[src/rtl/wf_seq_pkg.sv]
package wf_seq_pkg;

    typedef enum logic [1:0] {
        OP_VECTOR = 2'b00,
        OP_BRANCH = 2'b01,
        OP_ELSE   = 2'b10,
        OP_JOIN   = 2'b11
    } wf_op_e;

endpackage

[src/rtl/wf_group_issue.sv]
module wf_group_issue #(
    parameter  int GROUPS = 4,
    localparam int GW     = (GROUPS > 1) ? $clog2(GROUPS) : 1
) (
    input  logic          clk,
    input  logic          rst_n,
    input  logic          start,
    output logic          issuing,
    output logic [GW-1:0] grp,
    output logic          busy
);

    localparam logic [GW-1:0] LAST = GW'(GROUPS - 1);

    typedef struct packed {
        logic          act;
        logic [GW-1:0] grp;
    } iss_t;

    iss_t iss_d, iss_q;

    always_comb begin
        iss_d = iss_q;
        if (iss_q.act) begin
            if (iss_q.grp == LAST) begin
                iss_d.act = 1'b0;
            end else begin
                iss_d.grp = iss_q.grp + GW'(1);
            end
        end
        if (start) begin
            iss_d.act = 1'b1;
            iss_d.grp = '0;
        end
    end

    always_ff @(posedge clk or negedge rst_n) begin
        if (!rst_n) begin
            iss_q <= '0;
        end else begin
            iss_q <= iss_d;
        end
    end

    assign issuing = iss_q.act;
    assign grp     = iss_q.grp;
    assign busy    = iss_q.act && (iss_q.grp != LAST);

endmodule

[src/rtl/wf_mask_stack.sv]
module wf_mask_stack #(
    parameter  int W     = 64,
    parameter  int DEPTH = 8,
    localparam int CW    = $clog2(DEPTH + 1),
    localparam int IW    = (DEPTH > 1) ? $clog2(DEPTH) : 1
) (
    input  logic         clk,
    input  logic         rst_n,
    input  logic         push,
    input  logic         pop,
    input  logic [W-1:0] push_orig,
    input  logic [W-1:0] push_other,
    output logic [W-1:0] top_orig,
    output logic [W-1:0] top_other,
    output logic         empty,
    output logic         full
);

    logic [CW-1:0] cnt_d, cnt_q;
    logic [W-1:0]  orig_q  [DEPTH];
    logic [W-1:0]  other_q [DEPTH];
    logic [IW-1:0] wr_idx, rd_idx;

    assign empty  = (cnt_q == '0);
    assign full   = (cnt_q == CW'(DEPTH));
    assign wr_idx = IW'(cnt_q);
    assign rd_idx = IW'(cnt_q - CW'(1));

    always_comb begin
        cnt_d = cnt_q;
        if (push && !full) begin
            cnt_d = cnt_q + CW'(1);
        end else if (pop && !empty) begin
            cnt_d = cnt_q - CW'(1);
        end
    end

    always_ff @(posedge clk or negedge rst_n) begin
        if (!rst_n) begin
            cnt_q <= '0;
        end else begin
            cnt_q <= cnt_d;
        end
    end

    always_ff @(posedge clk or negedge rst_n) begin
        if (!rst_n) begin
            for (int e = 0; e < DEPTH; e++) begin
                orig_q[e]  <= '0;
                other_q[e] <= '0;
            end
        end else if (push && !full) begin
            orig_q[wr_idx]  <= push_orig;
            other_q[wr_idx] <= push_other;
        end
    end

    assign top_orig  = orig_q[rd_idx];
    assign top_other = other_q[rd_idx];

endmodule

[src/rtl/wf_lane_sequencer.sv]
module wf_lane_sequencer
    import wf_seq_pkg::*;
#(
    parameter  int ITEMS       = 64,
    parameter  int LANES       = 16,
    parameter  int STACK_DEPTH = 8,
    localparam int GROUPS      = ITEMS / LANES,
    localparam int GW          = (GROUPS > 1) ? $clog2(GROUPS) : 1
) (
    input  logic             clk,
    input  logic             rst_n,
    input  logic             op_valid,
    input  logic [1:0]       op_code,
    input  logic [ITEMS-1:0] cond,
    output logic             busy,
    output logic             grp_valid,
    output logic [GW-1:0]    grp_idx,
    output logic [LANES-1:0] lane_wen,
    output logic [ITEMS-1:0] exec_mask,
    output logic             path_skip,
    output logic             err_overflow,
    output logic             err_underflow
);

    typedef struct packed {
        logic [ITEMS-1:0] mask;
        logic             skip;
        logic             ovf;
        logic             udf;
    } ctl_t;

    ctl_t ctl_d, ctl_q;

    logic             accept;
    logic             start;
    logic             push;
    logic             pop;
    logic [ITEMS-1:0] taken;
    logic [ITEMS-1:0] other;
    logic [ITEMS-1:0] top_orig;
    logic [ITEMS-1:0] top_other;
    logic             stk_empty;
    logic             stk_full;
    logic [LANES-1:0] slice [GROUPS];

    assign accept = op_valid && !busy;
    assign taken  = cond & ctl_q.mask;
    assign other  = ctl_q.mask & ~cond;

    wf_group_issue #(
        .GROUPS (GROUPS)
    ) u_issue (
        .clk     (clk),
        .rst_n   (rst_n),
        .start   (start),
        .issuing (grp_valid),
        .grp     (grp_idx),
        .busy    (busy)
    );

    wf_mask_stack #(
        .W     (ITEMS),
        .DEPTH (STACK_DEPTH)
    ) u_stack (
        .clk        (clk),
        .rst_n      (rst_n),
        .push       (push),
        .pop        (pop),
        .push_orig  (ctl_q.mask),
        .push_other (other),
        .top_orig   (top_orig),
        .top_other  (top_other),
        .empty      (stk_empty),
        .full       (stk_full)
    );

    always_comb begin
        ctl_d      = ctl_q;
        ctl_d.skip = 1'b0;
        start      = 1'b0;
        push       = 1'b0;
        pop        = 1'b0;
        if (accept) begin
            case (wf_op_e'(op_code))
                OP_VECTOR: start = 1'b1;
                OP_BRANCH: begin
                    if (stk_full) begin
                        ctl_d.ovf = 1'b1;
                    end else begin
                        push       = 1'b1;
                        ctl_d.mask = taken;
                        ctl_d.skip = ~|taken;
                    end
                end
                OP_ELSE: begin
                    if (stk_empty) begin
                        ctl_d.udf = 1'b1;
                    end else begin
                        ctl_d.mask = top_other;
                        ctl_d.skip = ~|top_other;
                    end
                end
                default: begin
                    if (stk_empty) begin
                        ctl_d.udf = 1'b1;
                    end else begin
                        ctl_d.mask = top_orig;
                        pop        = 1'b1;
                    end
                end
            endcase
        end
    end

    always_ff @(posedge clk or negedge rst_n) begin
        if (!rst_n) begin
            ctl_q      <= '0;
            ctl_q.mask <= '1;
        end else begin
            ctl_q <= ctl_d;
        end
    end

    for (genvar g = 0; g < GROUPS; g++) begin : g_slice
        assign slice[g] = ctl_q.mask[g*LANES +: LANES];
    end

    assign lane_wen      = grp_valid ? slice[grp_idx] : '0;
    assign exec_mask     = ctl_q.mask;
    assign path_skip     = ctl_q.skip;
    assign err_overflow  = ctl_q.ovf;
    assign err_underflow = ctl_q.udf;

endmodule

[config.mk]
export PLATFORM = sky130hd
export DESIGN_NAME = wf_lane_sequencer
export DESIGN_NICKNAME = d
export VERILOG_FILES = /design/src/rtl/wf_seq_pkg.sv /design/src/rtl/wf_group_issue.sv /design/src/rtl/wf_mask_stack.sv /design/src/rtl/wf_lane_sequencer.sv
export SDC_FILE = /design/constraint.sdc
export NUM_CORES = 2
export LEC_CHECK = 0
export ABC_CLOCK_PERIOD_IN_PS = 6420
export BUFFER_PORTS_ARGS = -buffer_cell sky130_fd_sc_hd__clkbuf_2
export CAP_MARGIN = 20
export CORE_AREA = 8 8 465 467
export CTS_CLUSTER_SIZE = 20
export DETAILED_ROUTE_END_ITERATION = 12
export DIE_AREA = 0 0 473 475
export SLEW_MARGIN = 30
export SYNTH_ARGS = -nofsm -noshare
export SYNTH_HDL_FRONTEND = slang
export SYNTH_SLANG_ARGS = --single-unit
export TNS_END_PERCENT = 5
[constraint.sdc]
create_clock -name clk -period 6.42 [get_ports clk]
set_input_delay 0.642 -clock clk [delete_from_list [all_inputs] [get_ports clk]]
set_output_delay 0.642 -clock clk [all_outputs]
set_load 0.01 [all_outputs]
==> impl_results.html <==
<table>
<tr><th>Metric</th><th>Value</th></tr>
<tr><th colspan="2">Clocking</th></tr>
<tr><td>Clock-pin slew of the registers on the worst-case setup and hold paths</td><td>0.06 ns</td></tr>
<tr><td>Number of clock sinks</td><td>1,098</td></tr>
<tr><td>Clock H-tree levels</td><td>3</td></tr>
<tr><td>Clock tree from TritonCTS</td><td>built</td></tr>
<tr><td>Setup bufs post-CTS</td><td>0</td></tr>
<tr><td>CTS Buf Count</td><td>115</td></tr>
<tr><td>Clock Root Buffer</td><td>clkbuf_16</td></tr>
<tr><td>Post-cts gate resize count</td><td>0</td></tr>
<tr><td>Source-to-sink clock delay at the later pin of the worst-skew pair</td><td>0.72 ns</td></tr>
<tr><td>Number of buffers between clock root and the deepest sink</td><td>3</td></tr>
<tr><th colspan="2">Worst hold path</th></tr>
<tr><td>Worst hold start</td><td>op_valid</td></tr>
<tr><td>Hold/Removal Path Class</td><td>in -&gt; reg</td></tr>
<tr><th colspan="2">Floorplan</th></tr>
<tr><td>Placeable core region</td><td>0.2085 mm^2</td></tr>
<tr><td>Die X</td><td>473 um</td></tr>
<tr><td>Num rows</td><td>168</td></tr>
<tr><td>Initial standard-cell utilization of the core</td><td>23.85%</td></tr>
<tr><td>Count of boundary I/O pins</td><td>156</td></tr>
<tr><td>Floorplan die area</td><td>0.2247 mm^2</td></tr>
<tr><td>Chip height</td><td>475 um</td></tr>
<tr><th colspan="2">Worst setup path</th></tr>
<tr><td>Biggest fanout along the worst timing path</td><td>37</td></tr>
<tr><td>Worst reg2reg startpoint</td><td>u_stack.cnt_q[1]</td></tr>
<tr><td>Crit path arrival time</td><td>5.54 ns</td></tr>
<tr><td>Worst setup SP type</td><td>flip-flop</td></tr>
<tr><td>Critical path endpoint category</td><td>flip-flop</td></tr>
<tr><td>Crit path required time</td><td>7.04 ns</td></tr>
<tr><td>Launching element of the worst setup path</td><td>u_stack.cnt_q[1]</td></tr>
<tr><td>Critical path class</td><td>reg -&gt; reg</td></tr>
<tr><th colspan="2">Finish</th></tr>
<tr><td>Total of fill cells in the finished design</td><td>21,445</td></tr>
<tr><td>Footprint of the flip-flops and latches</td><td>0.02756 mm^2</td></tr>
<tr><td>Final design utilization</td><td>27.72%</td></tr>
<tr><td>Multi-input combinational cell area</td><td>0.02085 mm^2</td></tr>
<tr><td>Post-route cell area</td><td>0.05780 mm^2</td></tr>
<tr><td>Post-layout net count</td><td>4,267</td></tr>
<tr><td>Area growth from synthesis to layout</td><td>16.24%</td></tr>
<tr><td>Count of non-filler cells in the finished layout</td><td>7,112</td></tr>
<tr><td>Fraction of final layout cells sized beyond drive strength 1</td><td>21.58%</td></tr>
<tr><th colspan="2">Route</th></tr>
<tr><td>Residual DRC</td><td>0</td></tr>
<tr><td>Total routed wirelength</td><td>162,300 um</td></tr>
<tr><td>Number of design-rule violations left by the first detailed-router iteration</td><td>3,074</td></tr>
<tr><td>Count of nets left with antenna violations after detail routing</td><td>0</td></tr>
<tr><td>WL/cell</td><td>22.83 um</td></tr>
<tr><td>Pre-Repair DR Iteration Count</td><td>6</td></tr>
<tr><td>DR vias/cell</td><td>4.808</td></tr>
<tr><td>Via Count</td><td>34,195</td></tr>
<tr><th colspan="2">Power</th></tr>
<tr><td>Max IR drop VDD</td><td>0.5197 mV</td></tr>
<tr><td>Leakage Power</td><td>25.30 nW</td></tr>
<tr><td>Sum of internal, switching and leakage power</td><td>20.72 mW</td></tr>
<tr><td>Total power per unit cell area</td><td>358.4 mW/mm^2</td></tr>
<tr><th colspan="2">Synth</th></tr>
<tr><td>Dominant combinational cell family by area after synthesis</td><td>multiplexers</td></tr>
<tr><td>Most common cell in the synthesized netlist</td><td>dfrtp_1</td></tr>
<tr><td>Ys flop type</td><td>dfrtp_1</td></tr>
<tr><td>Proportion of synthesized area in mux cells</td><td>23.44%</td></tr>
<tr><td>Synthesized area divided by synthesized cell count</td><td>11.78 um^2</td></tr>
<tr><td>Largest area contributor in the netlist</td><td>dfrtp_1</td></tr>
<tr><td>Cell types with the highest counts after synthesis</td><td>1,034 x dfrtp_1, 889 x nand2_1, 402 x o21ai_1</td></tr>
<tr><td>Synth Area in Simple Gates</td><td>9.308%</td></tr>
<tr><td>Synthesized cell area</td><td>0.04973 mm^2</td></tr>
<tr><td>Number of distinct library cells after synthesis</td><td>49</td></tr>
<tr><td>Async set or reset register ratio after synthesis</td><td>100.0%</td></tr>
<tr><td>Number of synthesized register bits</td><td>1,098</td></tr>
<tr><td>Area share of fa/ha/maj cells after synthesis</td><td>0.1761%</td></tr>
<tr><td>Post-Synthesis Net Count</td><td>4,297</td></tr>
<tr><td>Main area contributors after synthesis</td><td>dfrtp_1 52%, mux4_2 11%, mux2_1 7.4%</td></tr>
<tr><td>Xor-xnor portion of the synthesized cell area</td><td>0.1032%</td></tr>
<tr><td>Post-Syn Instances</td><td>4,221</td></tr>
<tr><td>Post-synth EDFFs</td><td>0</td></tr>
<tr><td>Sequential cell area fraction in the yosys report</td><td>55.42%</td></tr>
<tr><td>Post-synthesis compound-gate area fraction</td><td>8.563%</td></tr>
<tr><td>Share of the synthesized area in the top cell type</td><td>52.04%</td></tr>
<tr><td>Yosys warning count</td><td>0</td></tr>
<tr><th colspan="2">Place</th></tr>
<tr><td>Detailed placer's ending HPWL</td><td>104,400 um</td></tr>
<tr><td>Final GP Congestion</td><td>0.8815</td></tr>
<tr><td>Placed cell count</td><td>6,875</td></tr>
<tr><td>Placement Cell Area</td><td>0.05345 mm^2</td></tr>
<tr><td>Buffers on Ports</td><td>155</td></tr>
<tr><th colspan="2">GRT</th></tr>
<tr><td>GRT Overall Usage</td><td>14.05%</td></tr>
<tr><td>Global-route wire length before repair</td><td>240,500 um</td></tr>
<tr><td>Remaining Overflow, GRT</td><td>0</td></tr>
<tr><td>Number of antenna violations at the first check in global routing</td><td>30</td></tr>
<tr><td>Pin count of the biggest net entering global routing</td><td>175</td></tr>
<tr><td>Vias in the first global route</td><td>34,718</td></tr>
<tr><th colspan="2">Timing</th></tr>
<tr><td>Worst setup skew after layout</td><td>0.03602 ns</td></tr>
<tr><td>Max-Slew Margin vs Limit</td><td>30.44%</td></tr>
<tr><td>Endpoints failing setup</td><td>0</td></tr>
<tr><td>Shortest clock period the worst path allows after layout</td><td>4.921 ns</td></tr>
<tr><td>Setup repair after global routing missed its margin</td><td>false</td></tr>
<tr><td>Highest clock frequency the design can meet</td><td>203.2 MHz</td></tr>
<tr><td>Setup TNS</td><td>0 ns</td></tr>
<tr><td>Hold violation count in the final report</td><td>0</td></tr>
<tr><td>Final clock period utilization by the worst path</td><td>76.65%</td></tr>
<tr><td>Slew @ Worst Pin</td><td>1.043 ns</td></tr>
<tr><td>Count of pins over their slew limit</td><td>0</td></tr>
<tr><th colspan="2">Status</th></tr>
<tr><td>Result of the run</td><td>finished clean</td></tr>
<tr><th colspan="2">Job</th></tr>
<tr><td>Reported max-cap violation count</td><td>0</td></tr>
</table>
-- cell type report --
class                   instances  share of cell area [%]
inverters                       7                 0.05411
clock inverters                47                   1.424
flip-flops and latches       1098                   47.68
clock buffers                 170                   5.860
repair buffers                226                   2.764
diodes                         16                 0.06927
multi-input cells            2743                   36.08
well taps                    2805                   6.072
-- critical path, cell delays in order (launching register included) --
cell and delay [ns]:
dfrtp_1 0.69, inv_1 0.27, ha_4 0.82, buf_4 0.58
mux4_2 0.40, mux2i_1 0.20, nand4_1 0.30, nor4_1 0.50
nand3_1 0.21, or4_1 0.53, o31ai_1 0.26
-- logic make-up after synthesis --
family          after synthesis
compound gates              807
xor+xnor                      5
fa+ha+maj                     7
buf+inv                     380
flops                      1098
mux                         808
simple gates               1116
-- routing by layer --
metal / global-route usage (%) / share of wire [%] / vias to the layer above
met5: 0 / 0.013 / -
met1: 16.66 / 39 / 17769
met3: 2.007 / 5.0 / 373
li1: - / - / 14898
met2: 23.88 / 50 / 1151
met4: 9.121 / 6.7 / 4
-- state kept, by name, summed over array words and instances (netlist names) --
name,count
u_stack.cnt_q,4
err_underflow,1
u_stack.orig_q,512
err_overflow,1
u_issue.issuing,1
path_skip,1
u_stack.other_q,512
exec_mask,64
u_issue.grp,2
-- path summary, 6_finish.rpt --
kind | endpoint | slack (ns) | cells past startpoint
max in group asynchronous | u_stack.orig_q[200] | 4.23 | 4
setup / recovery | path_skip | 1.50 | 10
hold reg to reg | u_stack.other_q[145] | 0.47 | 2
min in group asynchronous | u_stack.orig_q[492] | 0.60 | 2
hold / removal | u_issue.issuing | 0.24 | 3
setup reg to reg | path_skip | 1.50 | 10
-- what timing repair did --
| action | 4_1_cts | 5_1_grt |
|---|---|---|
| hold buffers | 1 | 0 |
| endpoints found under the hold margin | 42 | 0 |
| endpoints found under the setup margin | 0 | 0 |
-- stage by stage --
stage               hold slack [ns]  setup slack (ns)
floorplan                    0.3464             2.167
global placement             0.4573             1.539
detailed placement           0.4650             1.538
CTS                          0.1795             1.515
global route                 0.2212             1.276
finish                       0.2443             1.499
-- power breakdown --
| group | total, mW | switching, mW | internal (mW) |
|---|---|---|---|
| clock network | 7.29 | 2.87 | 4.42 |
| registers | 7.78 | 0.501 | 7.28 |
| logic | 5.64 | 3.83 | 1.81 |
-- cells in the final DEF, fill, tap and decap left out, drive strengths merged, types with 12 or more instances in the layout --
| cell type | count |
|---|---|
| dfstp | 64 |
| o21ai | 590 |
| nand3 | 61 |
| diode | 16 |
| mux4 | 233 |
| nor2 | 27 |
| buf | 71 |
| nand2 | 889 |
| a32o | 12 |
| bufinv | 19 |
| dfrtp | 1034 |
| clkbuf | 324 |
| a21oi | 133 |
| nand2b | 66 |
| and2 | 18 |
| clkinv | 26 |
| o22ai | 39 |
| mux2 | 521 |
| nand4 | 28 |
| mux2i | 54 |
| a221oi | 13 |
(Power assumes the default switching activity.)
